<file path="config.mk">
export PLATFORM = sky130hd
export DESIGN_NAME = bscan_pin_chain
export DESIGN_NICKNAME = d
export VERILOG_FILES = /design/src/rtl/bscan_pkg.sv /design/src/rtl/bscan_cell.sv /design/src/rtl/bscan_ctrl.sv /design/src/rtl/bscan_chain.sv /design/src/rtl/bscan_pin_chain.sv
export SDC_FILE = /design/constraint.sdc
export NUM_CORES = 1
export LEC_CHECK = 0
export ABC_CLOCK_PERIOD_IN_PS = 800
export BUFFER_PORTS_ARGS = -buffer_cell sky130_fd_sc_hd__buf_2
export CAP_MARGIN = 30
export CORE_MARGIN = 5
export CORE_UTILIZATION = 53
export CTS_BUF_LIST = sky130_fd_sc_hd__clkbuf_2
export DETAILED_ROUTE_END_ITERATION = 8
export PLACE_DENSITY = 0.86
export SLEW_MARGIN = 20
export SYNTH_ARGS = -nofsm -noshare
export SYNTH_HDL_FRONTEND = slang
export SYNTH_SLANG_ARGS = --single-unit
</file>
<file path="constraint.sdc">
create_clock -name clk -period 0.8 [get_ports clk]
set_input_delay 0 -clock clk [delete_from_list [all_inputs] [get_ports clk]]
set_output_delay 0 -clock clk [all_outputs]
set_load 0.02 [all_outputs]
</file>
<file path="src/rtl/bscan_pkg.sv">
package bscan_pkg;

  typedef enum logic [2:0] {
    MODE_FUNC   = 3'd0,
    MODE_EXTEST = 3'd1,
    MODE_SAMPLE = 3'd2,
    MODE_HIGHZ  = 3'd3,
    MODE_CLAMP  = 3'd4
  } scanMode_t;

  // Strobes and pin-mux selects from control to datapath
  typedef struct packed {
    logic doCapture;
    logic doShift;
    logic doUpdate;
    logic pinsFromScan;
    logic coreFromScan;
    logic forceHiZ;
  } scanCtl_t;

  localparam int CELLS_PER_PIN = 3;
  localparam int OFS_CTL = 0;
  localparam int OFS_OUT = 1;
  localparam int OFS_IN  = 2;

endpackage

</file>
<file path="src/rtl/bscan_cell.sv">
module bscan_cell (
  input  logic clk,
  input  logic rstN,
  input  logic capEn,
  input  logic shEn,
  input  logic updEn,
  input  logic serIn,
  input  logic parIn,
  output logic serOut,
  output logic parOut
);

  logic shiftQ;
  logic updQ;

  always_ff @(posedge clk or negedge rstN) begin
    if (!rstN)      shiftQ <= 1'b0;
    else if (capEn) shiftQ <= parIn;
    else if (shEn)  shiftQ <= serIn;
  end

  always_ff @(posedge clk or negedge rstN) begin
    if (!rstN)      updQ <= 1'b0;
    else if (updEn) updQ <= shiftQ;
  end

  assign serOut = shiftQ;
  assign parOut = updQ;

  // the latch moves only on an update strobe
  a_r4_latch_holds: assert property (@(posedge clk) disable iff (!rstN)
    !updEn |=> (parOut == $past(parOut)));

endmodule

</file>
<file path="src/rtl/bscan_ctrl.sv">
module bscan_ctrl
  import bscan_pkg::*;
(
  input  logic     [2:0] testMode,
  input  logic           captureEn,
  input  logic           shiftEn,
  input  logic           updateEn,
  output scanCtl_t       ctl
);

  always_comb begin
    ctl              = '0;
    ctl.doCapture    = captureEn;
    ctl.doShift      = shiftEn & ~captureEn;
    ctl.doUpdate     = updateEn;
    case (testMode)
      MODE_EXTEST: begin
        ctl.pinsFromScan = 1'b1;
        ctl.coreFromScan = 1'b1;
      end
      MODE_CLAMP: begin
        ctl.pinsFromScan = 1'b1;
      end
      MODE_HIGHZ: begin
        ctl.forceHiZ = 1'b1;
      end
      default: begin
      end
    endcase
  end

endmodule

</file>
<file path="src/rtl/bscan_chain.sv">
module bscan_chain
  import bscan_pkg::*;
#(
  parameter int NUM_PINS = 4
) (
  input  logic                clk,
  input  logic                rstN,
  input  scanCtl_t            ctl,
  input  logic                scanIn,
  output logic                scanOut,
  input  logic [NUM_PINS-1:0] coreOut,
  input  logic [NUM_PINS-1:0] coreOe,
  output logic [NUM_PINS-1:0] coreIn,
  output logic [NUM_PINS-1:0] padOut,
  output logic [NUM_PINS-1:0] padOe,
  input  logic [NUM_PINS-1:0] padIn
);

  localparam int NUM_CELLS = CELLS_PER_PIN * NUM_PINS;

  logic [NUM_CELLS-1:0] serLink;
  logic [NUM_CELLS-1:0] cellPar;
  logic [NUM_CELLS-1:0] cellUpd;

  // Parallel capture sources per pin
  for (genvar p = 0; p < NUM_PINS; p++) begin : g_src
    assign cellPar[CELLS_PER_PIN*p + OFS_CTL] = coreOe[p];
    assign cellPar[CELLS_PER_PIN*p + OFS_OUT] = coreOut[p];
    assign cellPar[CELLS_PER_PIN*p + OFS_IN]  = padIn[p];
  end

  // Serial chain, cell 0 nearest scanIn
  for (genvar c = 0; c < NUM_CELLS; c++) begin : g_cell
    logic serSrc;
    if (c == 0) begin : g_head
      assign serSrc = scanIn;
    end else begin : g_body
      assign serSrc = serLink[c-1];
    end
    bscan_cell u_cell (
      .clk   (clk),
      .rstN  (rstN),
      .capEn (ctl.doCapture),
      .shEn  (ctl.doShift),
      .updEn (ctl.doUpdate),
      .serIn (serSrc),
      .parIn (cellPar[c]),
      .serOut(serLink[c]),
      .parOut(cellUpd[c])
    );
  end

  assign scanOut = serLink[NUM_CELLS-1];

  // Pin multiplexers
  for (genvar p = 0; p < NUM_PINS; p++) begin : g_mux
    always_comb begin
      padOut[p] = ctl.pinsFromScan ? cellUpd[CELLS_PER_PIN*p + OFS_OUT] : coreOut[p];
      if (ctl.forceHiZ)          padOe[p] = 1'b0;
      else if (ctl.pinsFromScan) padOe[p] = cellUpd[CELLS_PER_PIN*p + OFS_CTL];
      else                       padOe[p] = coreOe[p];
      coreIn[p] = ctl.coreFromScan ? cellUpd[CELLS_PER_PIN*p + OFS_IN] : padIn[p];
    end
  end

  // a capture puts the last pin's pad value on the serial output
  a_r3_capture_pad: assert property (@(posedge clk) disable iff (!rstN)
    ctl.doCapture |=> (scanOut == $past(padIn[NUM_PINS-1])));

  // a shift moves the second-to-last cell onto the serial output
  if (NUM_CELLS > 1) begin : g_shift_chk
    a_r2_shift_step: assert property (@(posedge clk) disable iff (!rstN)
      ctl.doShift |=> (scanOut == $past(serLink[NUM_CELLS-2])));
  end

endmodule

</file>
<file path="src/rtl/bscan_pin_chain.sv">
module bscan_pin_chain
  import bscan_pkg::*;
#(
  parameter int NUM_PINS = 4
) (
  input  logic                clk,
  input  logic                rstN,
  input  logic [2:0]          testMode,
  input  logic                captureEn,
  input  logic                shiftEn,
  input  logic                updateEn,
  input  logic                scanIn,
  output logic                scanOut,
  input  logic [NUM_PINS-1:0] coreOut,
  input  logic [NUM_PINS-1:0] coreOe,
  output logic [NUM_PINS-1:0] coreIn,
  output logic [NUM_PINS-1:0] padOut,
  output logic [NUM_PINS-1:0] padOe,
  input  logic [NUM_PINS-1:0] padIn
);

  scanCtl_t ctl;

  bscan_ctrl u_ctrl (
    .testMode (testMode),
    .captureEn(captureEn),
    .shiftEn  (shiftEn),
    .updateEn (updateEn),
    .ctl      (ctl)
  );

  bscan_chain #(.NUM_PINS(NUM_PINS)) u_chain (
    .clk    (clk),
    .rstN   (rstN),
    .ctl    (ctl),
    .scanIn (scanIn),
    .scanOut(scanOut),
    .coreOut(coreOut),
    .coreOe (coreOe),
    .coreIn (coreIn),
    .padOut (padOut),
    .padOe  (padOe),
    .padIn  (padIn)
  );

  // high-Z mode never enables a buffer
  a_r7_hiz_off: assert property (@(posedge clk) disable iff (!rstN)
    (testMode == 3'd3) |-> (padOe == '0));

  // functional mode is transparent
  a_r5_func_pass: assert property (@(posedge clk) disable iff (!rstN)
    (testMode == 3'd0) |-> (padOut == coreOut && padOe == coreOe && coreIn == padIn));

  // no pad ripple in external test without an update
  a_r4_no_ripple: assert property (@(posedge clk) disable iff (!rstN)
    (testMode == 3'd1 && !updateEn) |=>
      (testMode != 3'd1 || ($stable(padOut) && $stable(padOe))));

endmodule

</file>
==> results of run 1 <==
[layout make-up]
class | instances | area [um^2] | area share
flip-flops and latches | 24 | 601.8 | 0.3248
clock buffers | 4 | 20.02 | 0.01080
well taps | 28 | 35.03 | 0.01891
repair buffers | 61 | 505.5 | 0.2728
inverters | 1 | 3.754 | 0.002026
multi-input cells | 73 | 686.9 | 0.3707
[worst paths after layout]
check	startpoint	to	slack, ns
worst min-delay path	rstN	u_chain.g_cell[3].u_cell.parOut	-0.04
min in group clk	captureEn	u_chain.g_cell[2].u_cell.serOut	0.06
worst max register to register	u_chain.g_cell[3].u_cell.parOut	u_chain.g_cell[3].u_cell.parOut	-0.22
max in group asynchronous	rstN	u_chain.g_cell[1].u_cell.parOut	0.47
worst max-delay path	u_chain.g_cell[6].u_cell.parOut	padOe[2]	-0.51
worst min register to register	u_chain.g_cell[7].u_cell.parOut	u_chain.g_cell[7].u_cell.parOut	0.55
[cell usage after synthesis (all sizes together)]
cell type	instances	share of area
dfrtp	24	0.49
mux2	20	0.18
mux2i	16	0.13
nand2	12	0.037
o21ai	12	0.049
a21oi	4	0.016
a221oi	4	0.029
buf	3	0.016
clkbuf	2	0.0061
nor2	2	0.0082
and2b	1	0.0072
inv	1	0.0031
nor3	1	0.013
xnor2	1	0.0072
[cells in the final DEF, fill, tap and decap left out, drive strengths merged]
master	instances
buf	47
dfrtp	24
mux2	20
mux2i	16
dlygate4sd3	14
nand2	12
o21ai	12
a221oi	4
a21oi	4
clkbuf	4
nor2	2
inv	1
and2b	1
xnor2	1
nor3	1
[power groups by stage]
stage / clock, mW / sequential, mW / combinational, mW
floorplan: 0 / 1.47 / 0.440
finish: 0.497 / 1.50 / 0.992
global route: 0.551 / 1.52 / 1.06
CTS: 0.490 / 1.49 / 0.916
global placement: 0 / 1.48 / 0.651
detailed placement: 0 / 1.50 / 0.678
[critical path: stages (launching register included)]
cell and delay (ns):
dfrtp_1 0.47, a221oi_2 0.27, a21oi_1 0.07, buf_4 0.16
[per-layer routing]
layer  global-route usage  wire length (um)
met5                    0                 0
met4              0.08278                74
met3              0.02895               135
met2               0.3903              1789
met1               0.2610              1424
[sequential cells by signal, indices dropped and copies added (netlist names)]
name	count
u_chain.g_cell.u_cell.parOut	12
u_chain.g_cell.u_cell.serOut	12
[repair_timing]
item / CTS / global route
resized for setup: 35 / 18
endpoints found under the hold margin: 36 / 5
pin swaps: 3 / 1
endpoints found under the setup margin: 19 / 41
buffers inserted: 5 / 4
cloned: 0 / 0
[metrics by stage]
stage                       util  instance area, um^2  setup WS [ns]
final                     0.8377                 1853        -0.5120
after global routing      0.8377                 1853        -0.6034
after CTS                 0.8235                 1822        -0.4721
after detailed placement  0.6742                 1491        -0.2047
after global placement    0.6742                 1491        -0.1990
after floorplan                -                 1257       -0.01773
[cells by family (layout without fill, tap and decap cells)]
group           Yosys count  after routing  synth area share
simple gates             16             16           0.06558
buf+inv                   6             66           0.02561
xor+xnor                  1              1          0.007173
compound gates           20             20           0.09426
flops                    24             24            0.4918
mux                      36             36            0.3156
==> results.md, run 1 <==
* Final worst slack at -0.5120 ns
* Hold_buf cts at 15
* CP Max Fanout at 3
* Pre-Repair DR Iteration Count at 4
* Final hold vios at 5
* Worst Path Arrival at 1.31 ns
* Internal Power at 2.073 mW
* Routed via count at 1076
* Sw Ratio at 0.3064
* Die H at 58 um
* H-tree depth at 1
* Mapped Area at 1221 um^2
* Post-route DRC at 0
* # nets final at 185
* Width of the die at 58 um
* Seq/Total Area, Yosys at 0.4918
* DRT antenna net count at 0
* CTS tree: yes
* GRT overflow at 0
* Post-DR vias/cell at 5.634
* Min Hold Slack at -0.04044 ns
* CTS Buffer Depth at 2
* Cells after DPL at 166
* Worst EP required at 0.80 ns
* Max Clock Skew at 0.008944 ns
* YS warnings at 0
* Pwr Density at 1613 nW/um^2
* Hold crit path type: input port to async pin
* Max Cap Violations at 0
* Gpl congestion at 0.8310
* WS Path Type: register to output pin
* All-Layer GR Usage at 0.2169
* Wire length per cell at 17.92 um
* Placement Rows at 17
* DP Wirelength at 2178 um
* Unrepaired setup endpoints after global routing: true
* Mapped Avg Cell Area at 11.86 um^2
* IO Pins at 34
* Share of total power in the clock network at 0.166
* First-pass GRT wire length at 5506 um
* Setup TNS at -6.029 ns
* Crit path launch type: register
* CTS buffer count at 3
* Clock Root Buffer: clkbuf_2
* Worst-Skew Late Latency at 0.34 ns
* Initial DRC count at 34
* Layout area overhead at 51.74%
* Total chip power at 2.989 mW
* Mapped Cells at 103
* Vias in the first global route at 1129
* Syn_nets at 124
* Max-slew violations at 0
* Worst slew margin at 0.7352
* Tcrit/Tclk final at 1.640
* Initial Util at 0.5520
* Core Region at 2212 um^2
* Initial antenna violation count at 0
* Unique masters post-synth at 16
* Status: finished, violations left
* Clock slew at reported path FFs at 0.23 ns
* R2R depth at 3
* Clock tree sinks at 24
* Largest net degree at the start of global routing at 25
* Setup violations, final at 21
* Routed wire length at 3423 um
* Failing checks: negative hold slack, negative setup slack
* DIE AREA at 3364 um^2
* Final non-filler cell total at 191
* Slew @ Worst Pin at 0.3972 ns
* Share of cells above drive strength 1 at 0.4908
* Peak VDD IR at 1.175 mV
* Sw power at 0.9159 mW
* Sequential share of power at 0.502
* Combinational Power Share at 0.332
* Critical Path Sink Type: output pin
* Fillers at 125
* LEAKAGE at 0.9140 nW
* Achievable clock frequency at 0.7622 GHz
* # diodes at 0
* Input/output buffers at 33
* #FFs+latches synth at 24
* Tmin final at 1.312 ns
Power figures use the tool's default switching activity.
==> run 2: changes to the inputs <==
- ABC_CLOCK_PERIOD_IN_PS: 800 -> 1080
- CAP_MARGIN: 30 -> 20
- CORE_UTILIZATION: 53 -> 48
- PLACE_DENSITY: 0.86 -> 0.82
- clock period: 0.8 -> 1.08 ns (I/O delays scaled with it)
==> run 2 against run 1 <==
Net effect:
- the run ends with negative setup slack left
- utilization decreased by 14 points
- clock skew decreased by 0.0038 ns
- non-clock buffer count decreased by 10
- register-to-register slack improved by 0.38 ns
- sequential share of layout area increased by 2.4 points
- via count decreased by 5.0%
- flip-flop and latch count unchanged
- combinational power decreased by 39%
- wire length decreased by 8.2%
- hold slack improved by 0.096 ns
- critical path type unchanged
- clock power increased by 18%
==> results.md, run 2 (same netlist as run 1, synthesis figures left out) <==
* Peak VDD IR at 1.523 mV (+30%)
* Width of the die at 60.44 um (+4.2%)
* Slew @ Worst Pin at 0.5096 ns (+0.1123 ns)
* Wire length per cell at 17.17 um (-4.2%)
* CTS tree: yes
* Clock slew at reported path FFs at 0.23 ns (about the same)
* Achievable clock frequency at 0.7518 GHz
* Vias in the first global route at 1130 (+0.089%)
* Critical Path Sink Type: output pin
* Leading cell type in the layout, fill and taps excluded: dfrtp_1
* Final hold vios at 0 (-5)
* Worst-Skew Late Latency at 0.34 ns (about the same)
* Worst EP required at 1.08 ns (+0.28 ns)
* CP Cell Sequence: a221oi_2 -> a21oi_1 -> buf_2
* H-tree depth at 1 (unchanged)
* Initial antenna violation count at 0 (unchanged)
* Crit path launch type: register
* Final worst slack at -0.2501 ns (+0.2619 ns)
* Post-DR vias/cell at 5.585 (-0.87%)
* Hold crit path type: input port to register
* Input/output buffers at 33 (unchanged)
* Routed via count at 1022 (-5.0%)
* Initial Util at 0.4975 (-0.05458)
* Min Hold Slack at 0.05584 ns (+0.09628 ns)
* # nets final at 175 (-5.4%)
* Initial DRC count at 18 (-47%)
* Pre-Repair DR Iteration Count at 5 (+1)
* All-Layer GR Usage at 0.1924 (-0.02448)
* CP Max Fanout at 3 (unchanged)
* Core Region at 2455 um^2 (+11%)
* Final design instance area without fill at 1724 um^2 (-7.0%)
* Setup Slack @ Placement at 0.02067 ns (+0.2254 ns)
* R2R depth at 2 (-1)
* WS Path Type: register to output pin
* Hold Crit Depth at 3
* Setup violations, final at 12 (-43%)
* GRT overflow at 0 (unchanged)
* Max-slew violations at 0 (unchanged)
* Worst Path Arrival at 1.33 ns (+0.02 ns)
* Gpl congestion at 0.7927 (-4.6%)
* Die H at 60.44 um (+4.2%)
* Failing checks: negative setup slack
* Share of cells above drive strength 1 at 0.4444 (-0.04635)
* # diodes at 0 (unchanged)
* Fillers at 156 (+25%)
* Max Cap Violations at 0 (unchanged)
* Post-route DRC at 0 (unchanged)
* CTS Buffer Depth at 2 (unchanged)
* Crit path max-delay family: flip-flops
* CTS buffer count at 3 (unchanged)
* Pwr Density at 1329 nW/um^2 (-18%)
* Max Clock Skew at 0.005116 ns (-0.003828 ns)
* Slowest stage cell, crit path: dfrtp_1
* First-pass GRT wire length at 5209 um (-5.4%)
* Routed wire length at 3143 um (-8.2%)
* Worst slew margin at 0.6603 (-0.07490)
* DP Area at 1411 um^2 (-5.4%)
* DP Wirelength at 1901 um (-13%)
* Layout area overhead at 41.19%
* Most frequent cells in the layout: dfrtp_1, buf_2, mux2i_1
* Tmin final at 1.330 ns
* Instance count on the critical path at 3 (unchanged)
* CP bufs+invs at 1 (unchanged)
* Unrepaired setup endpoints after global routing: true
* Largest net degree at the start of global routing at 25 (unchanged)
* DRT antenna net count at 0 (unchanged)
* Max incr delay on CP at 0.47 ns (about the same)
* Tcrit/Tclk final at 1.232
* Clock tree sinks at 24 (unchanged)
* LEAKAGE at 0.8260 nW (-9.6%)
* Clock Root Buffer: clkbuf_2
* DIE AREA at 3653 um^2 (+8.6%)
* Placement Rows at 18 (+1)
* Status: finished, violations left
* IO Pins at 34 (unchanged)
==> run 2: cell count changes in the layout (fill, tap and decap cells not counted), sizes merged <==
cell    delta
buf       -10
bufinv     +1
clkbuf     -1
==> run 2: per-layer routing <==
layer	track usage	wire length (um)	vias up
li1	-	-	473
met5	0	0	-
met1	0.2341	1255	502
met2	0.3272	1662	35
met4	0.1084	113	0
met3	0.02766	112	12
==> run 2: repair_timing <==
action / in CTS / in global routing
hold buffers: 14 / 0
buffers inserted: 1 / 1
hold endpoints to repair: 36 / 0
setup endpoints to repair: 12 / 12
pin swaps: 4 / 0
gates resized for setup: 31 / 0
==> run 2: worst paths after layout <==
| kind | from | end | slack, ns |
|---|---|---|---|
| max in group asynchronous | rstN | u_chain.g_cell[9].u_cell.parOut | 0.62 |
| hold reg to reg | u_chain.g_cell[2].u_cell.parOut | u_chain.g_cell[2].u_cell.parOut | 0.54 |
| min in group asynchronous | rstN | u_chain.g_cell[5].u_cell.parOut | 0.12 |
| setup reg to reg | u_chain.g_cell[9].u_cell.parOut | u_chain.g_cell[9].u_cell.parOut | 0.16 |
| hold / removal | captureEn | u_chain.g_cell[1].u_cell.serOut | 0.06 |
| setup / recovery | u_chain.g_cell[6].u_cell.parOut | padOe[2] | -0.25 |
==> run 2: report_power, final <==
| group | total (mW) | internal [mW] | switching [mW] |
|---|---|---|---|
| clock | 0.588 | 0.319 | 0.269 |
| combinational | 0.603 | 0.325 | 0.279 |
| sequential | 1.10 | 1.01 | 0.0888 |
==> run 2: final cells by class <==
type / count / area [um^2] / area share
clock buffers: 3 / 15.01 / 0.008708
clock inverters: 1 / 30.03 / 0.01742
inverters: 1 / 3.754 / 0.002177
multi-input cells: 73 / 644.4 / 0.3737
flip-flops and latches: 24 / 600.6 / 0.3483
well taps: 30 / 37.54 / 0.02177
repair buffers: 51 / 392.9 / 0.2279
==> run 2: metrics by stage <==
stage               power (mW)    util  TNS (ns)  cells
floorplan                1.387       -         0    103
global placement         1.537  0.5749         0    163
detailed placement       1.559  0.5749         0    163
CTS                      2.276  0.6993    -1.434    182
global route             2.407  0.7023    -2.356    183
finish                   2.292  0.7023    -1.460    183
==> run 2: tightest hold or removal path: stages <==
cell	delay, ns
buf_2	0.23
nand2_1	0.09
o21ai_0	0.07
==> run 3: changes to the inputs <==
- SYNTH_HIERARCHICAL: default -> 1
==> run 3 against run 2 <==
Net effect:
- the flow still finishes with violations (negative setup slack)
- critical path depth down 1
- combinational power up 14%
- count of clock-buffer cells in the layout unchanged
- critical path type unchanged
- largest power group unchanged
- highest routed layer unchanged
==> results.md, run 3 <==
* Status: finished, violations left
* Failing checks: negative setup slack
* # nets final at 179 (+2.3%)
* Post-synth EDFFs at 0 (unchanged)
* Initial antenna violation count at 0 (unchanged)
* Sequential share of power at 0.458 (-0.022)
* DRT antenna net count at 0 (unchanged)
* Placement Rows at 18 (unchanged)
* Multi-input logic area at 619.3 um^2 (-3.9%)
* Most area-hungry cell type in the Yosys netlist: dfrtp_1
* Seq/Total Area, Yosys at 0.4888 (-0.003005)
* Largest net degree at the start of global routing at 25 (unchanged)
* Routed via count at 968 (-5.3%)
* Max Cap Violations at 0 (unchanged)
* Fillers at 164 (+5.1%)
* Main flop type after synthesis: dfrtp_1
* GRT overflow at 0 (unchanged)
* CTS buffer count at 3 (unchanged)
* Die H at 60.60 um (+0.26%)
* Unique masters post-synth at 13 (-3)
* Post-route DRC at 0 (unchanged)
* Clock Root Buffer: clkbuf_2
* WS Path Type: register to output pin
* Worst EP required at 1.08 ns (about the same)
* Top cell type's share of synthesized area at 0.4888 (-0.003005)
* FF+latch area at 600.6 um^2 (unchanged)
* #FFs+latches synth at 24 (unchanged)
* Most frequent cells in the layout: buf_2, dfrtp_1, mux2_4
* Layout area overhead at 43.08%
* DIE AREA at 3672 um^2 (+0.51%)
* Clock tree sinks at 24 (unchanged)
* HP Start: captureEn
* Pwr Density at 1357 nW/um^2 (+2.1%)
* Max Clock Skew at 0.005247 ns (+0.0001307 ns)
* # diodes at 0 (unchanged)
* LEAKAGE at 0.8742 nW (+5.8%)
* CP Max Fanout at 2 (-1)
* Mapped Area at 1229 um^2 (+0.61%)
* Total chip power at 2.386 mW (+4.1%)
* Mapped Cells at 96 (-6.8%)
* All-Layer GR Usage at 0.1845 (-0.007931)
* Wire length per cell at 16.04 um (-6.6%)
* Vias in the first global route at 1051 (-7.0%)
* Final worst slack at -0.1213 ns (+0.1288 ns)
* Initial Util at 0.5005 (+0.003058)
* CTS tree: yes
* Critical Path Sink Type: output pin
* Clock slew at reported path FFs at 0.24 ns (about the same)
* Width of the die at 60.60 um (+0.26%)
* Crit Reg-Reg Startpoint: u_chain/g_cell[7].u_cell/parOut
* Setup violations, final at 12 (unchanged)
* Combinational Power Share at 0.288 (+0.025)
* Most common cell in the netlist: dfrtp_1
* Tcrit/Tclk final at 1.112 (-0.1192)
* Max-slew violations at 0 (unchanged)
* Share of cells above drive strength 1 at 0.4586 (+0.01415)
* First-pass GRT wire length at 5030 um (-3.4%)
* Initial DRC count at 10 (-8)
* Setup Slack @ Placement at 0.03869 ns (+0.01803 ns)
* Ys async rst share at 1.000 (unchanged)
* Tmin final at 1.201 ns (-0.1288 ns)
* Internal Power at 1.731 mW (+4.6%)
* Gpl congestion at 0.7667 (-3.3%)
* Worst slew margin at 0.6509 (-0.009396)
* YS warnings at 6 (+6)
* IO Pins at 34 (unchanged)
* Mapped Avg Cell Area at 12.80 um^2 (+8.0%)
* Post-DR vias/cell at 5.176 (-7.3%)
* Slew @ Worst Pin at 0.5237 ns (+0.01409 ns)
* Ranking of synthesized cells by area: dfrtp_1, mux2_4, mux2i_1
* Crit path from: u_chain/g_cell[2].u_cell/parOut
* Routed wire length at 2999 um (-4.6%)
* Worst-Skew Late Latency at 0.36 ns (+0.02 ns)
* Peak VDD IR at 1.336 mV (-12%)
* Pre-Repair DR Iteration Count at 4 (-1)
* Input/output buffers at 33 (unchanged)
* Hold crit path type: input port to register
* H-tree depth at 1 (unchanged)
* Crit path launch type: register
* CTS Buffer Depth at 2 (unchanged)
* Sw Ratio at 0.2744 (-0.003299)
* Final hold vios at 0 (unchanged)
* DP Wirelength at 1773 um (-6.7%)
* Syn_nets at 117 (-5.6%)
* Share of total power in the clock network at 0.255 (-0.002)
* Sw power at 0.6546 mW (+2.9%)
* Worst Path Arrival at 1.20 ns (-0.13 ns)
* Unrepaired setup endpoints after global routing: true
* Top cells by count, synth: dfrtp_1, mux2_4, mux2i_1
* Achievable clock frequency at 0.8324 GHz (+11%)
* Core Region at 2455 um^2 (unchanged)
## run 3: cell types whose count changed in the layout (fill, tap and decap cells not counted), moves of 7 or more
cell and change:
o21ai_1 +12, o21ai_0 -12, buf_4 +7, mux2_4 +12
mux2_2 -12
## run 3: kinds of logic (layout without fill, tap and decap cells)
kind of cell,after synthesis,count (layout),synth area share
DFF,24,24,0.4888
muxes,36,36,0.3625
AOI/OAI and AO/OA,12,12,0.04888
xor gates and xnor gates,1,1,0.007130
and+or+nand+nor,20,20,0.07129
buffers and inverters,3,64,0.02138
## run 3: final timing paths
kind	end	slack [ns]	cells after the start
hold reg to reg	u_chain/g_cell[11].u_cell/parOut	0.55	1
setup / recovery	coreIn[0]	-0.12	2
hold / removal	u_chain/g_cell[1].u_cell/serOut	0.09	4
setup reg to reg	u_chain/g_cell[7].u_cell/parOut	0.06	3
min in group asynchronous	u_chain/g_cell[5].u_cell/parOut	0.13	2
max in group asynchronous	u_chain/g_cell[10].u_cell/parOut	0.60	2
## run 3: metal layers
layer  share of wire  GRT usage
met4          0.0077    0.04644
met1            0.45     0.2412
met5               0          0
met3           0.045    0.04043
met2            0.50     0.3115
## run 3: repair_timing
item	4_1_cts	5_1_grt
endpoints found under the setup margin	12	12
gates resized for setup	18	3
setup buffers	4	4
endpoints found under the hold margin	36	0
hold buffers	14	0
## run 3: power by group through the flow
stage	combinational [mW]	sequential (mW)	clock (mW)
after floorplan	0.362	1.09	0
after global placement	0.506	1.10	0
after detailed placement	0.515	1.11	0
after CTS	0.637	1.09	0.611
after global routing	0.738	1.11	0.667
final	0.687	1.09	0.608
## run 3: cell type report
cell class | instances | area share
clock inverter | 1 | 0.01708
timing repair buffer | 60 | 0.2591
multi-input combinational | 69 | 0.3523
sequential | 24 | 0.3416
tap | 30 | 0.02135
clock buffer | 3 | 0.008541
## run 3: through the flow
step           hold WS [ns]  TNS (ns)  cells  cell area [um^2]    util
2_1_floorplan       -0.2956         0     96              1231       -
3_3_place_gp     0.00001296         0    161              1445  0.5887
3_5_place_dp       0.006209         0    161              1445  0.5887
4_1_cts             0.08294    -1.236    183              1718  0.6998
5_1_grt             0.06701    -2.186    187              1758  0.7161
6_report            0.08727    -1.241    187              1758  0.7161
## run 3: critical path, stage by stage, from the launching register on
cell and delay, ns:
dfrtp_1 0.44, mux2_4 0.27, buf_6 0.13
